**src/rtl/dwu_pkg.sv**
```systemverilog
package dwu_pkg;
  localparam int SIZE_FW  = 6;   // size field width in control word
  localparam int LD_BIT   = 30;  // arm for loads
  localparam int ST_BIT   = 31;  // arm for stores
  localparam int LVL_W    = 4;   // status interrupt-level field [3:0]
  localparam int EXCM_BIT = 4;   // status exception-mode bit

  typedef struct packed {
    logic                 st_en;
    logic                 ld_en;
    logic [SIZE_FW-1:0]   size;
  } wp_ctrl_t;
endpackage

```
**src/rtl/dwu_mask.sv**
```systemverilog
module dwu_mask #(
  parameter int AW = 32,
  parameter int FW = 6
) (
  input  logic [FW-1:0] size,
  output logic [AW-1:0] mask
);
  // a bit is compared only while the run of ones from the top of the field holds
  for (genvar i = 0; i < AW; i++) begin : g_bit
    if (i < FW) begin : g_low
      assign mask[i] = &size[FW-1:i];
    end else begin : g_high
      assign mask[i] = 1'b1;
    end
  end
endmodule

```
**src/rtl/dwu_entry.sv**
```systemverilog
module dwu_entry
  import dwu_pkg::*;
#(
  parameter int AW = 32
) (
  input  logic          clk,
  input  logic          rst_n,
  input  logic          we_addr,
  input  logic          we_ctrl,
  input  logic [AW-1:0] wdata,
  input  logic [AW-1:0] acc_addr,
  input  logic          acc_store,
  output logic          hit
);
  logic [AW-1:0] wp_addr;
  wp_ctrl_t      wp_ctrl;
  logic [AW-1:0] cmp_mask;
  logic          armed;

  always_ff @(posedge clk) begin
    if (!rst_n) begin
      wp_addr <= '0;
      wp_ctrl <= '0;
    end else begin
      if (we_addr) wp_addr <= wdata;
      if (we_ctrl) wp_ctrl <= '{st_en: wdata[ST_BIT], ld_en: wdata[LD_BIT],
                                 size: wdata[SIZE_FW-1:0]};
    end
  end

  dwu_mask #(.AW(AW), .FW(SIZE_FW)) u_mask (
    .size (wp_ctrl.size),
    .mask (cmp_mask)
  );

  assign armed = acc_store ? wp_ctrl.st_en : wp_ctrl.ld_en;
  assign hit   = armed && (((acc_addr ^ wp_addr) & cmp_mask) == '0);
endmodule

```
**src/rtl/dwu_pick.sv**
```systemverilog
module dwu_pick #(
  parameter int N     = 2,
  parameter int IDX_W = 1
) (
  input  logic [N-1:0]     hits,
  output logic             any,
  output logic [IDX_W-1:0] idx
);
  always_comb begin
    any = |hits;
    idx = '0;
    for (int i = N - 1; i >= 0; i--) begin
      if (hits[i]) idx = IDX_W'(i);
    end
  end
endmodule

```
**src/rtl/data_watch_unit.sv**
```systemverilog
module data_watch_unit
  import dwu_pkg::*;
#(
  parameter int NUM_WP    = 2,
  parameter int AW        = 32,
  parameter int PS_W      = 8,
  parameter int DBG_LEVEL = 6,
  localparam int IDX_W    = (NUM_WP > 1) ? $clog2(NUM_WP) : 1,
  localparam int CAUSE_W  = IDX_W + 1
) (
  input  logic               clk,
  input  logic               rst_n,
  input  logic               cfg_we,
  input  logic               cfg_is_ctrl,
  input  logic [IDX_W-1:0]   cfg_idx,
  input  logic [AW-1:0]      cfg_wdata,
  input  logic               acc_valid,
  output logic               acc_ready,
  input  logic               acc_store,
  input  logic [AW-1:0]      acc_addr,
  input  logic [AW-1:0]      acc_pc,
  input  logic [PS_W-1:0]    ps_i,
  output logic               brk_o,
  output logic               dbg_entry_o,
  output logic [CAUSE_W-1:0] cause_o,
  output logic [AW-1:0]      epc_o,
  output logic [PS_W-1:0]    eps_o,
  output logic               ps_wr_o,
  output logic [PS_W-1:0]    ps_new_o
);
  localparam logic [LVL_W-1:0] DBG_LVL_V = LVL_W'(DBG_LEVEL);

  logic [NUM_WP-1:0] hits;
  logic              any_hit;
  logic [IDX_W-1:0]  hit_idx;
  logic              lvl_ok;
  logic              entry_q;
  logic [CAUSE_W-1:0] cause_q;
  logic [AW-1:0]     epc_q;
  logic [PS_W-1:0]   eps_q;
  logic [PS_W-1:0]   ps_nx;
  logic [PS_W-1:0]   ps_new_q;

  for (genvar g = 0; g < NUM_WP; g++) begin : g_wp
    dwu_entry #(.AW(AW)) u_entry (
      .clk       (clk),
      .rst_n     (rst_n),
      .we_addr   (cfg_we && !cfg_is_ctrl && (cfg_idx == IDX_W'(g))),
      .we_ctrl   (cfg_we &&  cfg_is_ctrl && (cfg_idx == IDX_W'(g))),
      .wdata     (cfg_wdata),
      .acc_addr  (acc_addr),
      .acc_store (acc_store),
      .hit       (hits[g])
    );
  end

  dwu_pick #(.N(NUM_WP), .IDX_W(IDX_W)) u_pick (
    .hits (hits),
    .any  (any_hit),
    .idx  (hit_idx)
  );

  assign acc_ready = !entry_q;
  assign lvl_ok    = ps_i[LVL_W-1:0] < DBG_LVL_V;
  assign brk_o     = acc_valid && acc_ready && any_hit && lvl_ok;

  always_comb begin
    ps_nx              = ps_i;
    ps_nx[LVL_W-1:0]   = DBG_LVL_V;
    ps_nx[EXCM_BIT]    = 1'b1;
  end

  always_ff @(posedge clk) begin
    if (!rst_n) begin
      entry_q  <= 1'b0;
      cause_q  <= '0;
      epc_q    <= '0;
      eps_q    <= '0;
      ps_new_q <= '0;
    end else begin
      entry_q <= brk_o;
      if (brk_o) begin
        cause_q  <= {hit_idx, 1'b1};
        epc_q    <= acc_pc;
        eps_q    <= ps_i;
        ps_new_q <= ps_nx;
      end
    end
  end

  assign dbg_entry_o = entry_q;
  assign ps_wr_o     = entry_q;
  assign cause_o     = cause_q;
  assign epc_o       = epc_q;
  assign eps_o       = eps_q;
  assign ps_new_o    = ps_new_q;
endmodule

```
**config.mk**
```make
export PLATFORM = sky130hd
export DESIGN_NAME = data_watch_unit
export DESIGN_NICKNAME = d
export VERILOG_FILES = /design/src/rtl/dwu_pkg.sv /design/src/rtl/dwu_mask.sv /design/src/rtl/dwu_entry.sv /design/src/rtl/dwu_pick.sv /design/src/rtl/data_watch_unit.sv
export SDC_FILE = /design/constraint.sdc
export NUM_CORES = 1
export LEC_CHECK = 0
export BUFFER_PORTS_ARGS = -buffer_cell sky130_fd_sc_hd__buf_2
export CAP_MARGIN = 20
export CORE_UTILIZATION = 50
export CTS_BUF_LIST = sky130_fd_sc_hd__clkbuf_8
export CTS_CLUSTER_SIZE = 25
export DETAILED_ROUTE_END_ITERATION = 12
export GPL_ROUTABILITY_DRIVEN = 0
export HOLD_SLACK_MARGIN = 0.1
export PLACE_DENSITY = 0.78
export SETUP_SLACK_MARGIN = 0.15
export SLEW_MARGIN = 20
export SYNTH_ARGS = -nofsm -noshare
export SYNTH_HDL_FRONTEND = slang
export SYNTH_SLANG_ARGS = --single-unit
export TNS_END_PERCENT = 20
```
**constraint.sdc**
```tcl
create_clock -name clk -period 5.4 [get_ports clk]
set_input_delay 1.62 -clock clk [delete_from_list [all_inputs] [get_ports clk]]
set_output_delay 1.62 -clock clk [all_outputs]
set_load 0.05 [all_outputs]
```
==> results of run 1 <==
-- power breakdown --
part	internal, uW	switching, uW
clock network	422	346
logic	70.0	94.8
registers	927	13.2
total	1420	454
-- layer usage --
| metal | up-vias | wire [microns] | global-route usage, % |
|---|---|---|---|
| li1 | 2444 | - | - |
| met2 | 210 | 6607 | 41.40 |
| met3 | 37 | 959 | 6.432 |
| met5 | - | 0 | 0 |
| met1 | 2330 | 6129 | 31.95 |
| met4 | 0 | 411 | 12.47 |
-- flip-flops by register name, summed over array words and instances, names as in the netlist --
name                  count
cause_o                   2
dbg_entry_o               1
epc_o                    32
eps_o                     8
g_wp.u_entry.wp_addr     64
g_wp.u_entry.wp_ctrl     16
-- synthesized netlist by cell type (2+ instances only) --
cell type / n
nor3_1: 5
nor2_1: 23
nand2_1: 131
a21oi_1: 108
buf_2: 4
or4_4: 2
mux2i_1: 18
buf_6: 2
nand3_1: 36
nand3_2: 10
inv_1: 2
clkbuf_1: 37
nor4_1: 7
nand4_1: 9
xnor2_1: 24
dfxtp_1: 123
o21ai_0: 38
a31oi_1: 2
xor2_1: 40
buf_4: 9
-- layout make-up --
| type | count | area share [%] |
|---|---|---|
| multi-input cells | 468 | 40.15 |
| flip-flops and latches | 123 | 37.82 |
| repair buffers | 169 | 13.45 |
| clock buffers | 19 | 4.017 |
| well taps | 136 | 2.614 |
| clock inverters | 13 | 1.711 |
| inverters | 3 | 0.1922 |
| diodes | 1 | 0.03844 |
-- path summary, 6_finish.rpt --
kind	cells past startpoint	to	startpoint
worst max register to register	7	eps_o[4]$_SDFFE_PN0P_	dbg_entry_o$_SDFF_PN0_
worst min register to register	2	epc_o[23]$_SDFFE_PN0P_	epc_o[23]$_SDFFE_PN0P_
worst max-delay path	8	brk_o	acc_addr[13]
worst min-delay path	2	epc_o[23]$_SDFFE_PN0P_	epc_o[23]$_SDFFE_PN0P_
-- logic make-up (layout without fill, tap and decap cells) --
family / count (synthesis) / in the layout / share of synthesized area, %
DFF: 123 / 123 / 46.21
buffers and inverters: 56 / 204 / 4.954
AOI/OAI and AO/OA: 149 / 149 / 14.04
other: 1 / 3 / 0.07037
xor gates and xnor gates: 64 / 64 / 10.52
and+or+nand+nor: 235 / 235 / 20.83
muxes: 18 / 18 / 3.381
-- critical path, cell delays in order --
cell and delay (ns):
buf_2 0.11, xor2_1 0.14, nor4_1 0.40, nand4_1 0.30, nor4_4 0.36, a21oi_1 0.16, inv_1 0.09, buf_2 0.26
-- metrics by stage --
stage | instances | power, uW | worst slack, ns | hold slack (ns) | utilization (%)
final | 932 | 1873 | 0.3353 | 0.4586 | 63.06
after global routing | 932 | 1952 | 0.1719 | 0.4758 | 63.06
after CTS | 930 | 1883 | 0.3559 | 0.4601 | 62.84
after detailed placement | 898 | 1121 | 0.3621 | 0.4487 | 59.23
after global placement | 898 | 1117 | 0.4364 | 0.4432 | 59.23
after floorplan | 647 | 1043 | 0.7697 | 0.4481 | -
==> run summary, run 1 <==
Row cnt -> 37
Finished Cell Area -> 6510 sq um
Reg2reg setup slack -> 2.59 ns
Crit path max fanout -> 3
Commonest non-fill, non-tap cells in the layout -> buf_2, nand2_1, dfxtp_1
Post-cts gate resize count -> 0
Primary FF master, synth -> dfxtp_1
# Post-CTS Setup Buffers -> 0
Area share of the leading cell type in the synthesized netlist -> 46.21%
Total CTS buffers -> 17
Vias in the first global route -> 4680
Drt first pass iters -> 7
CTS tree -> built
Peak supply drop -> 0.0001697 V
Worst-skew pair later-pin latency -> 0.43 ns
Initial antenna violation count -> 1
Die area -> 11070 sq um
Max Slew Vio Count -> 0
Clock period minus worst slack -> 5.065 ns
Final Skew -> 0.01044 ns
Final hold viol count -> 0
Largest net degree at the start of global routing -> 85
EDFF count, synth -> 0
Status -> finished clean
Seq. cell area -> 2462 sq um
Power Density -> 287.7 nW/um^2
DR vias -> 5021
Placed cell areas -> 6115 sq um
Crit path DAT -> 3.44 ns
Hpwl dp -> 9795 microns
CP Launch Type -> input pin
FFs w/ async S/R, synth -> 0%
Post-Syn Area -> 5329 sq um
1st-iter DRT viols -> 444
Syn avg cell area -> 8.249 sq um
Clock transition at path regs -> 0.07 ns
Setup TNS -> 0 ns
Leakage -> 0.002799 uW
Final period utilization -> 93.79%
Sequential area share after synthesis -> 46.21%
Max Clk Rate -> 0.1974 GHz
Fill count -> 866
Avg WL per Cell -> 15.14 microns
Total gr overflow -> 0
Area delta synth->final -> 22.16%
Root Driver -> clkbuf_8
First-pass GRT wire length -> 22330 microns
Vias/cell -> 5.387
Most common cell after layout, fill and taps aside -> buf_2
Clock sink count -> 123
Max-slew headroom -> 32.54%
Multi-input gate area -> 2614 sq um
#FFs+latches synth -> 123
CP Class -> input pin to output pin
Initial Util -> 51.62%
Synth unique cells -> 36
CORE AREA -> 10320 sq um
Die H -> 105.2 microns
Post-Syn Instances -> 646
Maximum root-to-sink buffer count -> 2
Routed Wire Length -> 14110 microns
Max-Cap Viols -> 0
Chip width -> 105.2 microns
WP data required -> 3.78 ns
Final setup vio count -> 0
ANT nets after route -> 0
H-tree levels -> 4
I/O pin count -> 165
Drc violations -> 0
PortBufs -> 162
CP Capture Type -> output pin
Hold Crit Class -> flip-flop to flip-flop
Cts hold-fix bufs -> 0
Synth top area cells -> dfxtp_1, a21oi_1, nand2_1
Yosys warning total -> 0
GRT Total Usage -> 25.66%
Slew @ Worst Pin -> 1.011 ns
Fraction of layout cells with a size suffix above 1 -> 26.92%
Yosys top cell by area -> dfxtp_1
RSZ-0062 raised after global routing -> false
NumNets Final -> 893
Note: power is estimated with default switching activity, not from simulation.
==> run 2, diff against run 1 <==
--- a/config.mk
+++ b/config.mk
@@ -15,3 +15,3 @@
 export HOLD_SLACK_MARGIN = 0.1
-export PLACE_DENSITY = 0.78
+export PLACE_DENSITY = 0.77
 export SETUP_SLACK_MARGIN = 0.15
==> constraint.sdc (replaced) <==
create_clock -name clk -period 5.4 [get_ports clk]
set_input_delay 0.81 -clock clk [delete_from_list [all_inputs] [get_ports clk]]
set_output_delay 0.81 -clock clk [all_outputs]
set_load 0.05 [all_outputs]
==> run summary, run 2 (synthesis gave the netlist of run 1 again) <==
I/O pin count -> 165
Drt first pass iters -> 5
Vias in the first global route -> 4639
Crit path DAT -> 2.97 ns
GRT Total Usage -> 25.60%
Maximum root-to-sink buffer count -> 2
Die area -> 11070 sq um
PortBufs -> 162
Area delta synth->final -> 21.65%
WP data required -> 4.59 ns
Initial antenna violation count -> 1
Chip width -> 105.2 microns
Clock period minus worst slack -> 3.778 ns
Root Driver -> clkbuf_8
Crit path max fanout -> 42
Final WS setup -> 1.622 ns
CP Class -> input pin to output pin
NumNets Final -> 892
Multi-input gate area -> 2615 sq um
Pre-CTS WS -> 1.667 ns
Vias/cell -> 5.363
Die H -> 105.2 microns
Max Clk Rate -> 0.2647 GHz
# Post-CTS Setup Buffers -> 0
Routed Wire Length -> 14180 microns
Total gr overflow -> 0
Clock sink count -> 123
CP Launch Type -> input pin
Power Density -> 279.7 nW/um^2
1st-iter DRT viols -> 433
Peak supply drop -> 0.0001351 V
Final period utilization -> 69.96%
Fill count -> 880
Max Slew Vio Count -> 0
Status -> finished clean
Slew @ Worst Pin -> 0.7567 ns
Max-slew headroom -> 49.55%
Hpwl dp -> 9904 microns
Final Skew -> 0.01001 ns
Clock transition at path regs -> 0.07 ns
Max-Cap Viols -> 0
RSZ-0062 raised after global routing -> false
Avg WL per Cell -> 15.24 microns
Total CTS buffers -> 17
Setup TNS -> 0 ns
Row cnt -> 37
DR vias -> 4988
Final setup vio count -> 0
Hold Crit Class -> flip-flop to flip-flop
ANT nets after route -> 0
Leakage -> 0.002768 uW
CORE AREA -> 10320 sq um
Largest Register -> g_wp.u_entry.wp_addr
CP Capture Type -> output pin
First-pass GRT wire length -> 22250 microns
Cts hold-fix bufs -> 0
Most common cell after layout, fill and taps aside -> buf_2
H-tree levels -> 4
Reg2reg setup slack -> 2.77 ns
Initial Util -> 51.62%
CTS tree -> built
Worst-skew pair later-pin latency -> 0.42 ns
Drc violations -> 0
Final hold viol count -> 0
Max reg flops -> 64
Largest net degree at the start of global routing -> 83
Seq. cell area -> 2462 sq um
Post-cts gate resize count -> 0
Commonest non-fill, non-tap cells in the layout -> buf_2, nand2_1, dfxtp_1
Fraction of layout cells with a size suffix above 1 -> 27.11%
run 2: path summary, 6_finish.rpt:
kind | from | to | cells past startpoint
worst max-delay path | acc_addr[16] | brk_o | 9
worst min-delay path | epc_o[10]$_SDFFE_PN0P_ | epc_o[10]$_SDFFE_PN0P_ | 2
worst max register to register | g_wp[1].u_entry.wp_addr[31]$_SDFFE_PN0P_ | epc_o[7]$_SDFFE_PN0P_ | 6
worst min register to register | epc_o[10]$_SDFFE_PN0P_ | epc_o[10]$_SDFFE_PN0P_ | 2
run 2: worst max-delay path, stage by stage:
cell     delay (ns)
buf_2          0.12
xor2_1         0.14
nor4_1         0.46
nand4_1        0.26
nor4_4         0.29
buf_4          0.38
a21oi_1        0.14
inv_1          0.09
buf_2          0.26
run 2: routing by layer:
layer  track usage (%)  wire [microns]  up-vias  part of all wire, %
li1                  -               -     2436                    -
met1             31.25            6058     2294                   43
met2             42.20            6774      223                   48
met3             6.370             911       35                  6.4
met4             12.27             433        0                  3.1
met5                 0               0        -                    0
run 2: through the flow:
stage	utilization, %	instances	power, uW	instance area (sq um)	hold slack, ns
2_1_floorplan	-	647	1043	5333	0.4481
5_1_grt	62.79	930	1888	6482	0.4820
4_1_cts	62.56	928	1823	6459	0.4631
3_3_place_gp	59.16	897	1117	6107	0.4442
3_5_place_dp	59.16	897	1121	6107	0.4535
6_report	62.79	930	1813	6482	0.4586
run 2: where the power goes:
part           internal [uW]  switching [uW]  total, uW
registers                927            13.2        940
clock network            368             341        709
logic                   70.0            93.6        164
total                   1370             448       1810
run 2: layout make-up:
type                       instances  area share (%)
multi-input combinational        468           40.34
inverter                           3          0.1930
timing repair buffer             168           13.40
sequential                       123           37.98
antenna                            1         0.03860
clock buffer                      22           4.671
tap                              136           2.625
clock inverter                     9          0.7528
==> run 3, diff against run 2 <==
- ABC_AREA: unset -> 1
- PLACE_DENSITY: 0.77 -> 0.75
- clock period: 5.4 -> 3.9 ns (I/O delays scaled with it)
==> run summary, run 3 <==
Final Skew -> 0.01082 ns
ANT nets after route -> 0
Hold Worst Slack -> 0.4131 ns
Final period utilization -> 70.34%
Max Slew Vio Count -> 0
Net Sw Frac -> 27.75%
Synth top cells by count -> nand2_1, nor2_1, inv_1
Avg WL per Cell -> 12.33 microns
CP Class -> flip-flop to output pin
Total CTS buffers -> 17
CP Capture Type -> output pin
Slew @ Worst Pin -> 0.8383 ns
Die H -> 112.8 microns
Worst path slowest cell -> dfxtp_1
GR Layer Usage met3 -> 5.517%
Sequential area share after synthesis -> 40.10%
# Post-CTS Setup Buffers -> 0
Cts hold-fix bufs -> 0
1st-iter DRT viols -> 581
Hold Crit Class -> input pin to flip-flop
Max reg flops -> 64
Area delta synth->final -> 18.81%
PortBufs -> 162
I/O pin count -> 165
Crit path max fanout -> 4
Logic pwr share -> 12.5%
Initial antenna violation count -> 0
FFs w/ async S/R, synth -> 0%
Final hold viol count -> 0
Setup TNS -> 0 ns
WP data required -> 3.31 ns
Max Clk Rate -> 0.3645 GHz
Leakage -> 0.003435 uW
Diode count -> 0
CTS tree -> built
Clock sink count -> 123
Worst-skew pair later-pin latency -> 0.45 ns
Syn avg cell area -> 6.726 sq um
Drc violations -> 0
H-tree levels -> 4
Maximum root-to-sink buffer count -> 2
Synth unique cells -> 26
Yosys warning total -> 0
GR Util met1 -> 31.51%
Peak supply drop -> 0.0002469 V
Power Density -> 367.7 nW/um^2
Chip width -> 112.8 microns
CORE AREA -> 12010 sq um
Clock period minus worst slack -> 2.743 ns
Drt first pass iters -> 5
Hpwl dp -> 11030 microns
DR vias -> 5801
EDFF count, synth -> 0
Row cnt -> 40
Post-Syn Area -> 6141 sq um
Initial Util -> 51.13%
Flop pwr share -> 49.4%
Register-to-Register Path Depth -> 10
CP Launch Type -> flip-flop
Largest net degree at the start of global routing -> 65
Final setup vio count -> 0
Synth top area cells -> dfxtp_1, nand2_1, nor2_1
Crit path DAT -> 2.16 ns
Max-slew headroom -> 43.91%
Max-Cap Viols -> 0
Primary FF master, synth -> dfxtp_1
Total gr overflow -> 0
Most common cell after layout, fill and taps aside -> nand2_1
Hold depth -> 3
Post-cts gate resize count -> 0
Vias in the first global route -> 5126
Clock transition at path regs -> 0.08 ns
Commonest non-fill, non-tap cells in the layout -> nand2_1, buf_2, nor2_1
GRT Total Usage -> 24.54%
Yosys top cell by area -> dfxtp_1
Area share of the leading cell type in the synthesized netlist -> 40.10%
Vias/cell -> 4.774
Routed Wire Length -> 14990 microns
Die area -> 12730 sq um
Count leader, synth -> nand2_1
Clk network pwr share -> 38.1%
Largest Register -> g_wp.u_entry.wp_addr
NumNets Final -> 1166
Root Driver -> clkbuf_8
Fraction of layout cells with a size suffix above 1 -> 20.32%
Met2 usage -> 40.16%
Post-Syn Instances -> 913
RSZ-0062 raised after global routing -> false
#FFs+latches synth -> 123
First-pass GRT wire length -> 24360 microns
Net Sw Power -> 744.5 uW
Status -> finished clean
CP cell instances -> nor2_1, nand2_1, a21oi_4, nor3b_1, nand4_2, nand2_4, buf_2
Largest stage delay on the critical path -> 0.39 ns
Internal -> 1938 uW
Gr busiest metal -> met2
run 3: changes by cell type in the layout (fill, tap and decap cells not counted), sizes merged, moves of 5 or more:
cell / previous run / this run
xnor2: 24 / 45
nor4: 8 / 0
xor2: 40 / 6
nand2: 131 / 182
a21oi: 108 / 81
o21ai: 39 / 79
inv: 5 / 138
mux2i: 18 / 0
nor3: 5 / 0
nor2: 23 / 149
nand4: 9 / 4
nand3: 46 / 55
run 3: layout make-up:
class | count | area, sq um
sequential | 123 | 2462
fill | 1159 | 4716
multi-input combinational | 606 | 2914
clock inverter | 14 | 106.4
clock buffer | 18 | 247.7
timing repair buffer | 169 | 863.3
tap | 147 | 183.9
inverter | 138 | 518.0
run 3: power by group through the flow:
stage / clock network [uW] / registers (uW) / logic (uW)
after CTS: 1040 / 1320 / 336
after detailed placement: 0 / 1350 / 334
after global placement: 0 / 1350 / 331
final: 1020 / 1320 / 335
after floorplan: 0 / 1350 / 210
after global routing: 1100 / 1330 / 380
run 3: worst paths after layout:
check,start,end,slack (ns)
min,cfg_wdata[1],g_wp[0].u_entry.wp_ctrl[1]$_SDFFE_PN0P_,0.41
max reg2reg,g_wp[0].u_entry.wp_addr[27]$_SDFFE_PN0P_,epc_o[12]$_SDFFE_PN0P_,1.74
max,dbg_entry_o$_SDFF_PN0_,brk_o,1.16
min reg2reg,eps_o[3]$_SDFFE_PN0P_,eps_o[3]$_SDFFE_PN0P_,0.44
run 3: cell families (layout without fill, tap and decap cells):
family,count (synthesis),in the layout,synth area share (%)
other cells,1,2,0.06107
xor+xnor,51,51,7.274
compound gates,160,160,13.10
buf+inv,185,339,12.71
simple gates,393,393,26.75
flops,123,123,40.10
run 3: critical path: cells and delay by family (launching register included):
family                 cells  cell delay (ns)
buffers and inverters      1             0.26
and+or+nand+nor            5             0.86
DFF                        1             0.39
AOI/OAI and AO/OA          1             0.18
run 3: stage by stage:
stage | worst slack [ns] | std cells | util, % | power, uW | cell area (sq um)
after floorplan | 1.704 | 914 | - | 1558 | 6145
after global placement | 1.333 | 1183 | 57.79 | 1683 | 6942
after detailed placement | 1.334 | 1183 | 57.79 | 1687 | 6942
after CTS | 1.126 | 1215 | 60.74 | 2701 | 7296
after global routing | 1.064 | 1215 | 60.74 | 2811 | 7296
final | 1.157 | 1215 | 60.74 | 2683 | 7296
run 3: per-layer routing:
metal	vias up	wire, microns
met1	2515	6868
met5	-	0
met3	22	918
li1	3084	-
met4	0	284
met2	180	6914
